==> config.mk <==
export PLATFORM = sky130hd
export DESIGN_NAME = cfg_access_xlate
export DESIGN_NICKNAME = d
export VERILOG_FILES = /design/src/rtl/cfg_xlate_pkg.sv /design/src/rtl/cfg_addr_gen.sv /design/src/rtl/cfg_lane_unit.sv /design/src/rtl/cfg_seq.sv /design/src/rtl/cfg_access_xlate.sv
export SDC_FILE = /design/constraint.sdc
export NUM_CORES = 1
export LEC_CHECK = 0
export ABC_CLOCK_PERIOD_IN_PS = 2100
export BUFFER_PORTS_ARGS = -buffer_cell sky130_fd_sc_hd__buf_2
export CAP_MARGIN = 20
export CORE_MARGIN = 5
export CORE_UTILIZATION = 35
export CTS_CLUSTER_SIZE = 30
export DETAILED_ROUTE_END_ITERATION = 10
export GPL_ROUTABILITY_DRIVEN = 0
export HOLD_SLACK_MARGIN = 0.12
export SYNTH_ARGS = -nofsm -noshare
export SYNTH_HDL_FRONTEND = slang
export SYNTH_SLANG_ARGS = --single-unit
==> constraint.sdc <==
create_clock -name clk -period 2.1 [get_ports clk]
set_clock_uncertainty 0.05 [all_clocks]
set_input_delay 0.42 -clock clk [delete_from_list [all_inputs] [get_ports clk]]
set_output_delay 0.42 -clock clk [all_outputs]
set_load 0.01 [all_outputs]
==> src/rtl/cfg_xlate_pkg.sv <==
package cfg_xlate_pkg;

  typedef enum logic [2:0] {
    ST_IDLE,
    ST_WIN,
    ST_RD,
    ST_WR,
    ST_DONE
  } seq_state_e;

  function automatic logic size_legal(input logic [2:0] size);
    return (size == 3'd1) || (size == 3'd2) || (size == 3'd4);
  endfunction

  function automatic logic [31:0] lane_mask(input logic [2:0] size);
    case (size)
      3'd1:    return 32'h0000_00FF;
      3'd2:    return 32'h0000_FFFF;
      default: return 32'hFFFF_FFFF;
    endcase
  endfunction

  function automatic logic [31:0] read_align(input logic [31:0] word,
                                             input logic [1:0]  lane,
                                             input logic [2:0]  size);
    logic [4:0] sh;
    sh = {lane, 3'b000};
    return (word >> sh) & lane_mask(size);
  endfunction

  function automatic logic [31:0] write_merge(input logic [31:0] old_word,
                                              input logic [31:0] new_data,
                                              input logic [1:0]  lane,
                                              input logic [2:0]  size);
    logic [4:0]  sh;
    logic [31:0] m;
    sh = {lane, 3'b000};
    m  = lane_mask(size) << sh;
    return (old_word & ~m) | ((new_data & lane_mask(size)) << sh);
  endfunction

endpackage

==> src/rtl/cfg_addr_gen.sv <==
module cfg_addr_gen #(
  parameter int          BUS_W        = 8,
  parameter int          DEV_W        = 5,
  parameter int          FUNC_W       = 3,
  parameter int          OFF_W        = 8,
  parameter int          T0_DEV_LIMIT = 16,
  parameter logic [31:0] CFG_BASE     = 32'h0C00_0000,
  parameter logic [31:0] WIN_HI_MASK  = 32'hFC00_0000,
  parameter logic [1:0]  SEL_T0       = 2'b10,
  parameter logic [1:0]  SEL_T1       = 2'b11
) (
  input  logic [BUS_W-1:0]  bus,
  input  logic [DEV_W-1:0]  dev,
  input  logic [FUNC_W-1:0] func,
  input  logic [OFF_W-1:2]  off_dw,
  input  logic [2:0]        size,
  input  logic              cardbus,
  output logic [31:0]       win_val,
  output logic [31:0]       cfg_addr,
  output logic              legal
);
  import cfg_xlate_pkg::*;

  localparam int IDSEL_BASE = 16;

  logic        is_t0;
  logic [31:0] idsel;
  logic [31:0] low_bits;
  logic        dev_ok;

  assign is_t0    = (bus == '0);
  assign idsel    = 32'd1 << (32'(dev) + IDSEL_BASE);
  assign low_bits = (32'(func) << 8) | (32'(off_dw) << 2);

  always_comb begin
    dev_ok = 1'b1;
    if (cardbus && (32'(dev) > 1)) dev_ok = 1'b0;
    if (is_t0 && (32'(dev) >= T0_DEV_LIMIT)) dev_ok = 1'b0;
  end

  assign legal = dev_ok && size_legal(size);

  always_comb begin
    if (is_t0) begin
      win_val  = (idsel & WIN_HI_MASK) | 32'(SEL_T0);
      cfg_addr = CFG_BASE | (idsel & ~WIN_HI_MASK) | low_bits;
    end else begin
      win_val  = 32'(SEL_T1);
      cfg_addr = CFG_BASE | (32'(bus) << 16) | (32'(dev) << 11) | low_bits;
    end
  end

endmodule

==> src/rtl/cfg_lane_unit.sv <==
module cfg_lane_unit (
  input  logic [31:0] rd_word,
  input  logic [31:0] wr_data,
  input  logic [1:0]  lane,
  input  logic [2:0]  size,
  output logic [31:0] aligned,
  output logic [31:0] merged
);
  import cfg_xlate_pkg::*;

  assign aligned = read_align(rd_word, lane, size);
  assign merged  = write_merge(rd_word, wr_data, lane, size);

endmodule

==> src/rtl/cfg_seq.sv <==
module cfg_seq
  import cfg_xlate_pkg::*;
(
  input  logic       clk,
  input  logic       rst_n,
  input  logic       accept,
  input  logic       legal,
  input  logic       is_write,
  input  logic       full_word,
  input  logic       m_fire,
  input  logic       m_err,
  output seq_state_e state
);

  seq_state_e nxt;

  always_comb begin
    nxt = state;
    case (state)
      ST_IDLE: if (accept) nxt = legal ? ST_WIN : ST_DONE;
      ST_WIN:  if (m_fire) begin
        if (m_err)                      nxt = ST_DONE;
        else if (is_write && full_word) nxt = ST_WR;
        else                            nxt = ST_RD;
      end
      ST_RD:   if (m_fire) nxt = (m_err || !is_write) ? ST_DONE : ST_WR;
      ST_WR:   if (m_fire) nxt = ST_DONE;
      ST_DONE: nxt = ST_IDLE;
      default: nxt = ST_IDLE;
    endcase
  end

  always_ff @(posedge clk or negedge rst_n) begin
    if (!rst_n) state <= ST_IDLE;
    else        state <= nxt;
  end

endmodule

==> src/rtl/cfg_access_xlate.sv <==
module cfg_access_xlate
  import cfg_xlate_pkg::*;
#(
  parameter logic [31:0] CFG_BASE = 32'h0C00_0000,
  parameter logic [31:0] WIN_ADDR = 32'h0000_0104
) (
  input  logic        clk,
  input  logic        rst_n,
  input  logic        cardbus_mode,
  input  logic        req_valid,
  output logic        req_ready,
  input  logic [7:0]  req_bus,
  input  logic [4:0]  req_dev,
  input  logic [2:0]  req_func,
  input  logic [7:0]  req_off,
  input  logic [2:0]  req_size,
  input  logic        req_write,
  input  logic [31:0] req_wdata,
  output logic        resp_done,
  output logic        resp_err,
  output logic [31:0] resp_rdata,
  output logic        m_valid,
  output logic        m_write,
  output logic [31:0] m_addr,
  output logic [31:0] m_wdata,
  input  logic        m_ready,
  input  logic [31:0] m_rdata,
  input  logic        m_err
);

  localparam logic [31:0] ALL_ONES = 32'hFFFF_FFFF;

  seq_state_e  state;
  logic        accept;
  logic        req_legal;
  logic        m_fire;
  logic [31:0] gen_win;
  logic [31:0] gen_addr;
  logic [31:0] aligned;
  logic [31:0] merged;

  logic [31:0] lat_win;
  logic [31:0] lat_addr;
  logic [1:0]  lat_lane;
  logic [2:0]  lat_size;
  logic        lat_write;
  logic [31:0] lat_wdata;
  logic [31:0] merge_q;
  logic        err_q;
  logic [31:0] data_q;

  assign req_ready = (state == ST_IDLE);
  assign accept    = req_valid && req_ready;
  assign m_fire    = m_valid && m_ready;

  cfg_addr_gen #(
    .CFG_BASE (CFG_BASE)
  ) u_addr (
    .bus      (req_bus),
    .dev      (req_dev),
    .func     (req_func),
    .off_dw   (req_off[7:2]),
    .size     (req_size),
    .cardbus  (cardbus_mode),
    .win_val  (gen_win),
    .cfg_addr (gen_addr),
    .legal    (req_legal)
  );

  cfg_lane_unit u_lane (
    .rd_word (m_rdata),
    .wr_data (lat_wdata),
    .lane    (lat_lane),
    .size    (lat_size),
    .aligned (aligned),
    .merged  (merged)
  );

  cfg_seq u_seq (
    .clk       (clk),
    .rst_n     (rst_n),
    .accept    (accept),
    .legal     (req_legal),
    .is_write  (lat_write),
    .full_word (lat_size == 3'd4),
    .m_fire    (m_fire),
    .m_err     (m_err),
    .state     (state)
  );

  always_ff @(posedge clk or negedge rst_n) begin
    if (!rst_n) begin
      lat_win   <= '0;
      lat_addr  <= '0;
      lat_lane  <= '0;
      lat_size  <= '0;
      lat_write <= 1'b0;
      lat_wdata <= '0;
    end else if (accept) begin
      lat_win   <= gen_win;
      lat_addr  <= gen_addr;
      lat_lane  <= req_off[1:0];
      lat_size  <= req_size;
      lat_write <= req_write;
      lat_wdata <= req_wdata;
    end
  end

  always_ff @(posedge clk or negedge rst_n) begin
    if (!rst_n) begin
      err_q   <= 1'b0;
      data_q  <= '0;
      merge_q <= '0;
    end else begin
      if (accept) begin
        err_q  <= !req_legal;
        data_q <= req_legal ? 32'd0 : ALL_ONES;
      end
      if (m_fire) begin
        if (m_err) begin
          err_q  <= 1'b1;
          data_q <= ALL_ONES;
        end else if (state == ST_RD) begin
          if (lat_write) merge_q <= merged;
          else           data_q  <= aligned;
        end
      end
    end
  end

  always_comb begin
    m_valid = (state == ST_WIN) || (state == ST_RD) || (state == ST_WR);
    m_write = (state == ST_WIN) || (state == ST_WR);
    m_addr  = (state == ST_WIN) ? WIN_ADDR : lat_addr;
    if (state == ST_WIN)        m_wdata = lat_win;
    else if (lat_size == 3'd4)  m_wdata = lat_wdata;
    else                        m_wdata = merge_q;
  end

  assign resp_done  = (state == ST_DONE);
  assign resp_err   = err_q;
  assign resp_rdata = data_q;

endmodule

==> impl_results.md, run 1 <==
* Status: finished, violations left
* Violated checks: negative setup slack
* Cells after Synth at 899
* Core ar. at 0.0224 mm^2
* Setup ws final at -209 ps
* Required time of the critical path at 1630 ps
* Netlist cell types at 56
* Antenna viol nets, final at 0
* Main flop type after synthesis: dfrtp_1
* Total power divided by cell area at 1210 mW/mm^2
* FP Rows at 55
* Final Cycle Share at 1.10
* Drt wl/cell at 19.4 um
* Clk pin slew, worst setup/hold paths at about 60 ps
* Flop and latch count out of synthesis at 140
* Total global routing overflow at 0
* Final Critical Period at about 2300 ps
* Fmax at 433 MHz
* 1st-pass router iterations at 5
* Commonest cells after routing, fill and taps aside: nand2_1, buf_2, dfrtp_1
* Die X at approximately 160 um
* Detail Placement HPWL at just under 20 mm
* Simple-gate area share of the yosys netlist at 0.228
* Leak at 0.00507 uW
* Port bufs at between 150 and 200
* Avg Inst Size Synth at 8.77 um^2
* Initial antenna violation count at 4
* Largest net degree at the start of global routing at 65
* Sequential area share after synthesis at 0.444
* Largest family of logic cells by synthesized area: simple AND/OR/NAND/NOR gates
* Multiplexer share of the synthesized area at 0.0774
* Async SR Flop Fraction at 1.00
* Hold Violations, Final at 0
* Initial DRC count at 566
* CTS buffer count at 17
* XOR/XNOR Fraction of Synth Area at 0.00317
* Vias/cell at 5.33
* Inst Count DP at 1353
* Max_cap viols at 0
* Layout cell share with drive strength beyond 1 at 0.376
* Skew-Pair Late Insertion Delay at 430 ps
* Max clock buf depth at 2
* Worst-path cell chain: nor3b_4 -> buf_12 -> clkbuf_16 -> nand2_4 -> a21oi_2 -> buf_2
* CTS Sinks at 140
* Clk root buf: clkbuf_16
* Most common cell after layout, fill and taps aside: nand2_1
* Critical Path Sink Type: output pin
* Critical-path top delay cell: dfrtp_2
* Die height at 160 um
* CTS tree: built
* Hold Path Class: in -> reg
* CP Class: reg -> out
* Hold slack at ~130 ps
* Crit path DAT at 1840 ps
* Initial Util at 0.351
* Nets at approximately 1200
* WL final at 27.6 mm
* First-pass GRT wire length at 42.2 mm
* Core Util, Final at 0.490
* EDFF count, synth at 0
* Setup violation total in the final timing report at 53
* CTS H-Tree Depth at 4
* Unrepaired setup endpoints after global routing: true
* Setup TNS at -7580 ps
* Adder-Cell Fraction of Synth Area at 0
* Vias at between 7000 and 8000
* Cell Area, Synth at 0.00788 mm^2
* Slew @ Worst Pin at slightly above 600 ps
* Finished Layout Cells at between 1000 and 1500
* Area Overhead vs Synth at 39.5%
* Vias in the first global route at 7433
* Synth Area in Compound Gates at 0.193
* IO Count at slightly below 200
* Synth Warn # at 0
* Slew headroom at 0.595
* DRC viols at 0
* Peak VDD IR at 0.611 mV
* Worst-path fanout max at 8
* Slowest stage delay, CP at 430 ps
* Global Route Usage Sum at 0.207
* Total Power at 13300 uW
* Die Area at about 0.026 mm^2
* Crit start category: register
* Slew Viols, Final at 0
## flip-flops by register name (all words and copies together), names as in the netlist
register,flops
lat_wdata,32
resp_err,1
u_seq.state,3
lat_addr,26
lat_size,3
lat_lane,2
resp_rdata,32
merge_q,32
lat_win,8
lat_write,1
## metal layers
metal  vias up  track usage  part of all wire
met2       296        0.327              0.47
met5         -            0           0.00098
met4         4       0.0548             0.016
met3        39       0.0508             0.076
li1       3585            -                 -
met1      3661        0.288              0.43
## per-stage QoR
step                      setup slack (ps)  area [um^2]
after global placement                51.7         9370
after global routing                  -286        11000
final                                 -209        11000
after CTS                             -224        10400
after floorplan                       56.7         7900
after detailed placement             -37.6         9370
## Yosys cell counts, types with 3 or more instances
master     instances  share of area
buf_4              7         0.0067
nand2_1          221           0.11
o32ai_1            6         0.0067
nand2b_1           5         0.0040
clkbuf_1          38          0.018
mux2i_1           25          0.032
buf_1              7         0.0033
dfrtp_1          140           0.44
a32o_1             8          0.010
nand3b_1           3         0.0029
a21oi_1           95          0.060
o2bb2ai_1          8         0.0089
a22oi_1            8         0.0076
o21ai_1            7         0.0044
or3b_1             3         0.0033
buf_6              3         0.0043
or2_2              3         0.0024
nor2b_1           44          0.035
a221oi_1          17          0.019
a211oi_1          16          0.015
mux2_2            16          0.023
or3b_2             9          0.010
nor3_1             3         0.0019
nor2_1            73          0.035
inv_1             12         0.0057
o21ai_0           21          0.013
o21a_1             3         0.0029
o22ai_1            8         0.0063
buf_2             25          0.016
a22o_1            13          0.014
mux4_2             8          0.023
a31oi_1           11         0.0087
or3_1              3         0.0024
## kinds of logic (layout without fill, tap and decap cells)
| logic type | count (synthesis) | count (layout) |
|---|---|---|
| mux | 49 | 49 |
| buf+inv | 92 | 326 |
| other cells | 1 | 6 |
| simple gates | 384 | 384 |
| compound gates | 231 | 231 |
| flops | 140 | 140 |
| xor+xnor | 2 | 2 |
## critical path, delay by kind of cell (launching register included)
kind,cells,cell delay [ps]
buffers and inverters,3,520
AOI/OAI and AO/OA,1,150
DFF,1,430
and+or+nand+nor,2,320
## power by group
part	switching [uW]	internal, uW
logic	3060	2800
registers	800	3480
clock network	1270	1920
## final cells by class
class	count	area (um^2)
Fill cell	2174	11400
Multi-Input combinational cell	670	4380
Sequential cell	140	3510
Timing Repair Buffer	282	2070
Clock buffer	18	439
Tap cell	285	357
Clock inverter	14	184
Inverter	12	45.0
Antenna cell	2	5.00
## path summary, 6_finish.rpt
kind,start,endpoint,slack [ps],cells past startpoint
hold / removal,req_wdata[18],lat_wdata[18]$_DFFE_PN0P_,130,3
min in group asynchronous,rst_n,lat_addr[16]$_DFFE_PN0P_,480,2
setup reg to reg,lat_size[1]$_DFFE_PN0P_,merge_q[30]$_DFFE_PN0P_,80,6
max in group asynchronous,rst_n,u_seq.state[1]$_DFFE_PN0P_,870,3
hold reg to reg,lat_addr[6]$_DFFE_PN0P_,lat_addr[6]$_DFFE_PN0P_,420,2
setup / recovery,lat_size[1]$_DFFE_PN0P_,m_wdata[20],-210,6
## repair_timing
action | CTS | global route
hold buffers | 13 | 0
endpoints found under the setup margin | 60 | 81
pin swaps | 2 | 8
gates resized for setup | 48 | 90
hold endpoints to repair | 63 | 0
setup buffers | 9 | 9
gates cloned | 2 | 5
(Power assumes the default switching activity.)
==> run 2: changes to the inputs <==
Settings changed: MAX_ROUTING_LAYER set to met4.
==> run 2 against run 1 <==
  * The flow still finishes with violations (negative setup slack)
  * Worst hold slack better by 1.6 ps
  * Cell area is 0.23% lower
  * Maximum frequency decreased by 0.79%
  * Worst setup slack got worse by 18 ps
  * Clock power is essentially flat
  * Via count increased by 0.65%
  * Die area stayed put
  * Cell count did not move
  * Critical endpoint is now m_wdata[28]
  * Sequential power about the same
  * Power fell by 0.26%
  * Non-clock buffer count fell by 2
  * Critical path depth decreased by 1
==> impl_results.md, run 2 (synthesis results as in run 1) <==
* Status: finished, violations left
* Violated checks: negative setup slack
* Total global routing overflow at 0
* Hold slack at 135 ps
* Core ar. at around 0.022 mm^2
* Vias in the first global route at ~7400
* CTS tree: built
* Port bufs at a little under 200
* Die Area at 0.0256 mm^2
* Slew @ Worst Pin at 610 ps
* Nets at 1219
* Crit path DAT at 1860 ps
* Slew headroom at 0.592
* DRC viols at 0
* Critical Path Sink Type: output pin
* Total power divided by cell area at 1210 mW/mm^2
* Final Critical Period at 2330 ps
* Initial Util at 0.351
* Setup ws final at -227 ps
* Unrepaired setup endpoints after global routing: true
* Initial DRC count at approximately 520
* IO Count at between 150 and 200
* Inst Count DP at 1353
* Finished Layout Cells at 1423
* Setup violation total in the final timing report at 53
* WL final at 27.6 mm
* Antenna viol nets, final at 0
* Hold Path Class: in -> reg
* FP Rows at 55
* CTS buffer count at 17
* 1st-pass router iterations at 5
* Most common cell after layout, fill and taps aside: nand2_1
* CTS H-Tree Depth at 4
* Largest net degree at the start of global routing at 65
* Required time of the critical path at between 1500 and 2000 ps
* CTS Sinks at 140
* Clk root buf: clkbuf_16
* Skew-Pair Late Insertion Delay at 430 ps
* Area Overhead vs Synth at 39.2%
* Die height at 160 um
* Worst-path fanout max at 7
* Clk pin slew, worst setup/hold paths at 60 ps
* Detail Placement HPWL at roughly 19 mm
* Vias/cell at between 5 and 6
* Max_cap viols at 0
* Slowest stage delay, CP at 430 ps
* Fmax at 430 MHz
* Crit start category: register
* Peak VDD IR at 0.609 mV
* Die X at 160 um
* First-pass GRT wire length at ~42 mm
* Slew Viols, Final at 0
* Commonest cells after routing, fill and taps aside: nand2_1, buf_2, dfrtp_1
* Critical-path top delay cell: dfrtp_2
* Layout cell share with drive strength beyond 1 at 0.376
* Total Power at ~13000 uW
* Vias at between 7000 and 8000
* Max clock buf depth at 2
* Hold Violations, Final at 0
* CP Class: reg -> out
* Worst-path cell chain: nor3b_4 -> buf_8 -> mux2i_2 -> o21ai_1 -> buf_2
* Core Util, Final at 0.489
* Leak at just over 0.005 uW
* Final Cycle Share at 1.11
* Global Route Usage Sum at 0.214
* Drt wl/cell at 19.4 um
* Initial antenna violation count at 4
-- run 2: cell types whose count changed in the layout (fill, tap and decap cells not counted) --
cell,before,now
a21oi_1,75,74
a21oi_2,20,21
buf_4,49,47
buf_6,21,22
clkbuf_16,21,20
diode_2,2,4
mux2i_2,0,1
mux2i_4,8,7
nand2_1,212,211
nand2_4,5,6
o21ai_1,2,3
o21ai_2,8,7
-- run 2: repair_timing --
item / 4_1_cts / 5_1_grt
hold endpoints to repair: 63 / 0
pin swaps: 2 / 6
hold buffers: 13 / 0
buffers inserted: 9 / 9
cloned: 2 / 3
resized for setup: 48 / 93
setup endpoints to repair: 60 / 80
-- run 2: worst paths after layout --
path | depth (start not counted) | slack [ps] | to | startpoint
worst max-delay path | 5 | -230 | m_wdata[28] | lat_size[1]$_DFFE_PN0P_
worst min-delay path | 3 | 140 | lat_wdata[18]$_DFFE_PN0P_ | req_wdata[18]
worst max register to register | 5 | 60 | merge_q[30]$_DFFE_PN0P_ | lat_size[1]$_DFFE_PN0P_
worst min register to register | 2 | 420 | lat_addr[6]$_DFFE_PN0P_ | lat_addr[6]$_DFFE_PN0P_
max in group asynchronous | 3 | 860 | u_seq.state[1]$_DFFE_PN0P_ | rst_n
min in group asynchronous | 2 | 480 | lat_addr[16]$_DFFE_PN0P_ | rst_n
-- run 2: worst max-delay path, delay by kind of cell, from the launching register on --
| family | cells | cell delay [ps] |
|---|---|---|
| AND/OR/NAND/NOR | 1 | 250 |
| buffers and inverters | 2 | 360 |
| AO/OA/AOI/OAI | 1 | 120 |
| flip-flops | 1 | 430 |
| multiplexers | 1 | 280 |
-- run 2: area by class of cell --
| type | count | area [um^2] |
|---|---|---|
| diodes | 4 | 10.0 |
| clock buffers | 18 | 439 |
| clock inverters | 14 | 184 |
| fillers | 2181 | 11500 |
| inverters | 12 | 45.0 |
| multi-input cells | 670 | 4380 |
| flip-flops and latches | 140 | 3510 |
| well taps | 285 | 357 |
| repair buffers | 280 | 2040 |
-- run 2: where the power goes --
group	total, uW	leakage [uW]	switching, uW	internal (uW)
registers	4280	0.00168	798	3480
logic	5840	0.00309	3070	2770
clock network	3180	0.000298	1260	1920
total	13300	0.00507	5120	8180
-- run 2: per-layer routing --
| layer | share of wire | GRT usage | up-vias |
|---|---|---|---|
| li1 | - | - | 3584 |
| met1 | 0.44 | 0.290 | 3697 |
| met2 | 0.47 | 0.326 | 328 |
| met3 | 0.077 | 0.0495 | 25 |
| met4 | 0.014 | 0.0548 | 0 |
| met5 | 0 | - | - |
-- run 2: metrics by stage --
| stage | setup TNS (ps) | area (um^2) | setup WS, ps |
|---|---|---|---|
| 2_1_floorplan | 0 | 7900 | 56.7 |
| 4_1_cts | -6180 | 10400 | -224 |
| 6_report | -7080 | 11000 | -227 |
| 3_5_place_dp | -37.6 | 9370 | -37.6 |
| 3_3_place_gp | 0 | 9370 | 51.7 |
| 5_1_grt | -11470 | 11000 | -290 |
==> run 3: changes to the inputs <==
Settings changed: CORE_ASPECT_RATIO set to 1.4, CORE_MARGIN 5 to 2, SETUP_SLACK_MARGIN set to 0.05.
==> run 3 against run 2 <==
  * Maximum frequency decreased by 1.8%
  * Non-clock buffer count increased by 17
  * Global-route usage increased by 4.5 points
  * Critical path type unchanged
  * Combinational power increased by 13%
  * Critical path depth increased by 1
  * The run still ends with negative setup slack left
  * Power increased by 5.4%
==> impl_results.md, run 3 (synthesis results as in run 1) <==
* Layout cell share with drive strength beyond 1 at 0.411
* Initial antenna violation count at 2
* Reg2Reg Depth at 8
* DP Area at 0.00948 mm^2
* DRC viols at 0
* Max_cap viols at 0
* Switching pwr at 5460 uW
* Clock power frac at 0.223
* Crit path from: lat_size[0]$_DFFE_PN0P_
* Initial DRC count at around 760
* Vias in the first global route at 7812
* IO Count at 199
* Commonest cells after routing, fill and taps aside: nand2_1, buf_2, dfrtp_1
* CTS tree: built
* Clk pin slew, worst setup/hold paths at 70 ps
* Setup TNS at -9730 ps
* Vias at 7949
* Required time of the critical path at 1630 ps
* Crit path capture: m_wdata[25]
* Port bufs at 194
* Leak at 0.00523 uW
* CTS H-Tree Depth at 4
* Sequential Power Share at 0.306
* Detail Placement HPWL at 20.3 mm
* Internal power at 8560 uW
* Hold Path Class: in -> reg
* Total global routing overflow at 0
* WL final at 30.7 mm
* Slew Viols, Final at 0
* Critical-path top delay cell: dfrtp_2
* Core Util, Final at 0.509
* Nets at 1237
* R2R Setup Slk at 30 ps
* Setup violation total in the final timing report at 60
* Drt wl/cell at 21.1 um
* Finished Layout Cells at ~1500
* Area Overhead vs Synth at 44.4%
* Critical Path Sink Type: output pin
* Core ar. at around 0.022 mm^2
* CP Class: reg -> out
* Inst Count DP at between 1000 and 1500
* Initial Util at 0.353
* Vias/cell at 5.46
* Most common cell after layout, fill and taps aside: nand2_1
* Peak VDD IR at roughly 0.7 mV
* CTS buffer count at 17
* FP Rows at 65
* Worst-path fanout max at 12
* R2R Path Start: lat_size[0]$_DFFE_PN0P_
* Final Cycle Share at 1.13
* Max clock buf depth at 2
* Total power divided by cell area at around 1200 mW/mm^2
* Final Critical Period at 2370 ps
* Slew headroom at 0.659
* Worst-path cell chain: nor3b_4 -> buf_6 -> bufbuf_16 -> nand2_1 -> a21oi_2 -> buf_2
* Die X at 131 um
* First-pass GRT wire length at 45.1 mm
* Global Route Usage Sum at 0.259
* Combinational Power Share at 0.471
* Skew-Pair Late Insertion Delay at around 430 ps
* Fmax at 422 MHz
* Final Cell Area at 0.0114 mm^2
* Die Area at 0.0238 mm^2
* Fill count at ~2100
* Crit start category: register
* Worst r2r dst: merge_q[17]$_DFFE_PN0P_
* CTS Sinks at 140
* Violated checks: negative setup slack
* Largest net degree at the start of global routing at 85
* Status: finished, violations left
* Unrepaired setup endpoints after global routing: true
* Antenna viol nets, final at 0
* Setup ws final at -269 ps
* Hold slack at 130 ps
* Hold Path Depth at 3
* Slowest stage delay, CP at 420 ps
* Sw frac at 0.390
* Die height at 182 um
* Slew @ Worst Pin at a little under 500 ps
* Clk root buf: clkbuf_16
* Crit path DAT at approximately 1900 ps
* 1st-pass router iterations at 6
* Hold Violations, Final at 0
run 3: cell count changes in the layout (fill, tap and decap cells not counted), sizes merged:
cell,delta
buf,+24
bufbuf,+1
clkbuf,+1
clkinv,+4
clkinvlp,-1
diode,-2
dlygate4sd3,-9
inv,-3
o21a,+1
run 3: how the worst min path moves through the flow:
stage / start / end / slack [ps]
floorplan: rst_n / lat_addr[0]$_DFFE_PN0P_ / 70
global placement: rst_n / lat_wdata[13]$_DFFE_PN0P_ / 320
detailed placement: rst_n / lat_wdata[13]$_DFFE_PN0P_ / 310
CTS: req_off[2] / lat_addr[2]$_DFFE_PN0P_ / 120
global route: req_func[0] / lat_addr[8]$_DFFE_PN0P_ / 130
finish: req_off[3] / lat_addr[3]$_DFFE_PN0P_ / 130
run 3: power by group through the flow:
stage | Combinational, uW | Sequential, uW | Clock, uW
final | 6600 | 4290 | 3120
after global routing | 7070 | 4380 | 3270
after CTS | 5920 | 4240 | 3140
after detailed placement | 5120 | 4230 | 0
after global placement | 5070 | 4230 | 0
after floorplan | 3180 | 3990 | 0
run 3: layout make-up:
cell class | instances | area (um^2) | share of cell area
antenna | 2 | 5.00 | 0.000440
clock buffer | 18 | 429 | 0.0377
clock inverter | 14 | 170 | 0.0149
inverter | 12 | 45.0 | 0.00396
multi-input combinational | 671 | 4510 | 0.396
sequential | 140 | 3510 | 0.308
tap | 301 | 377 | 0.0331
timing repair buffer | 297 | 2340 | 0.206
run 3: worst max-delay path, delay by kind of cell, from the launching register on:
family	cells	cell delay [ps]
compound gates	1	170
buf+inv	3	610
flops	1	420
simple gates	2	270
run 3: layer usage:
| layer | track usage | share of wire | up-vias |
|---|---|---|---|
| li1 | - | - | 3623 |
| met2 | 0.435 | 0.51 | 372 |
| met5 | - | 0 | - |
| met4 | 0.103 | 0.040 | 0 |
| met3 | 0.0380 | 0.058 | 81 |
| met1 | 0.312 | 0.39 | 3873 |
run 3: repair_timing:
action                                 4_1_cts  5_1_grt
setup endpoints to repair                   62      124
resized for setup                           97       71
endpoints found under the hold margin       35        0
hold buffers                                 4        0
gates cloned                                 8        8
pin swaps                                   10       27
buffers inserted                            16        9
run 3: metrics by stage:
step / total power, uW / setup WS [ps]
after floorplan: 7170 / 56.7
after global placement: 9300 / 61.2
after detailed placement: 9350 / -2.69
after CTS: 13300 / -253
after global routing: 14700 / -321
final: 14000 / -269
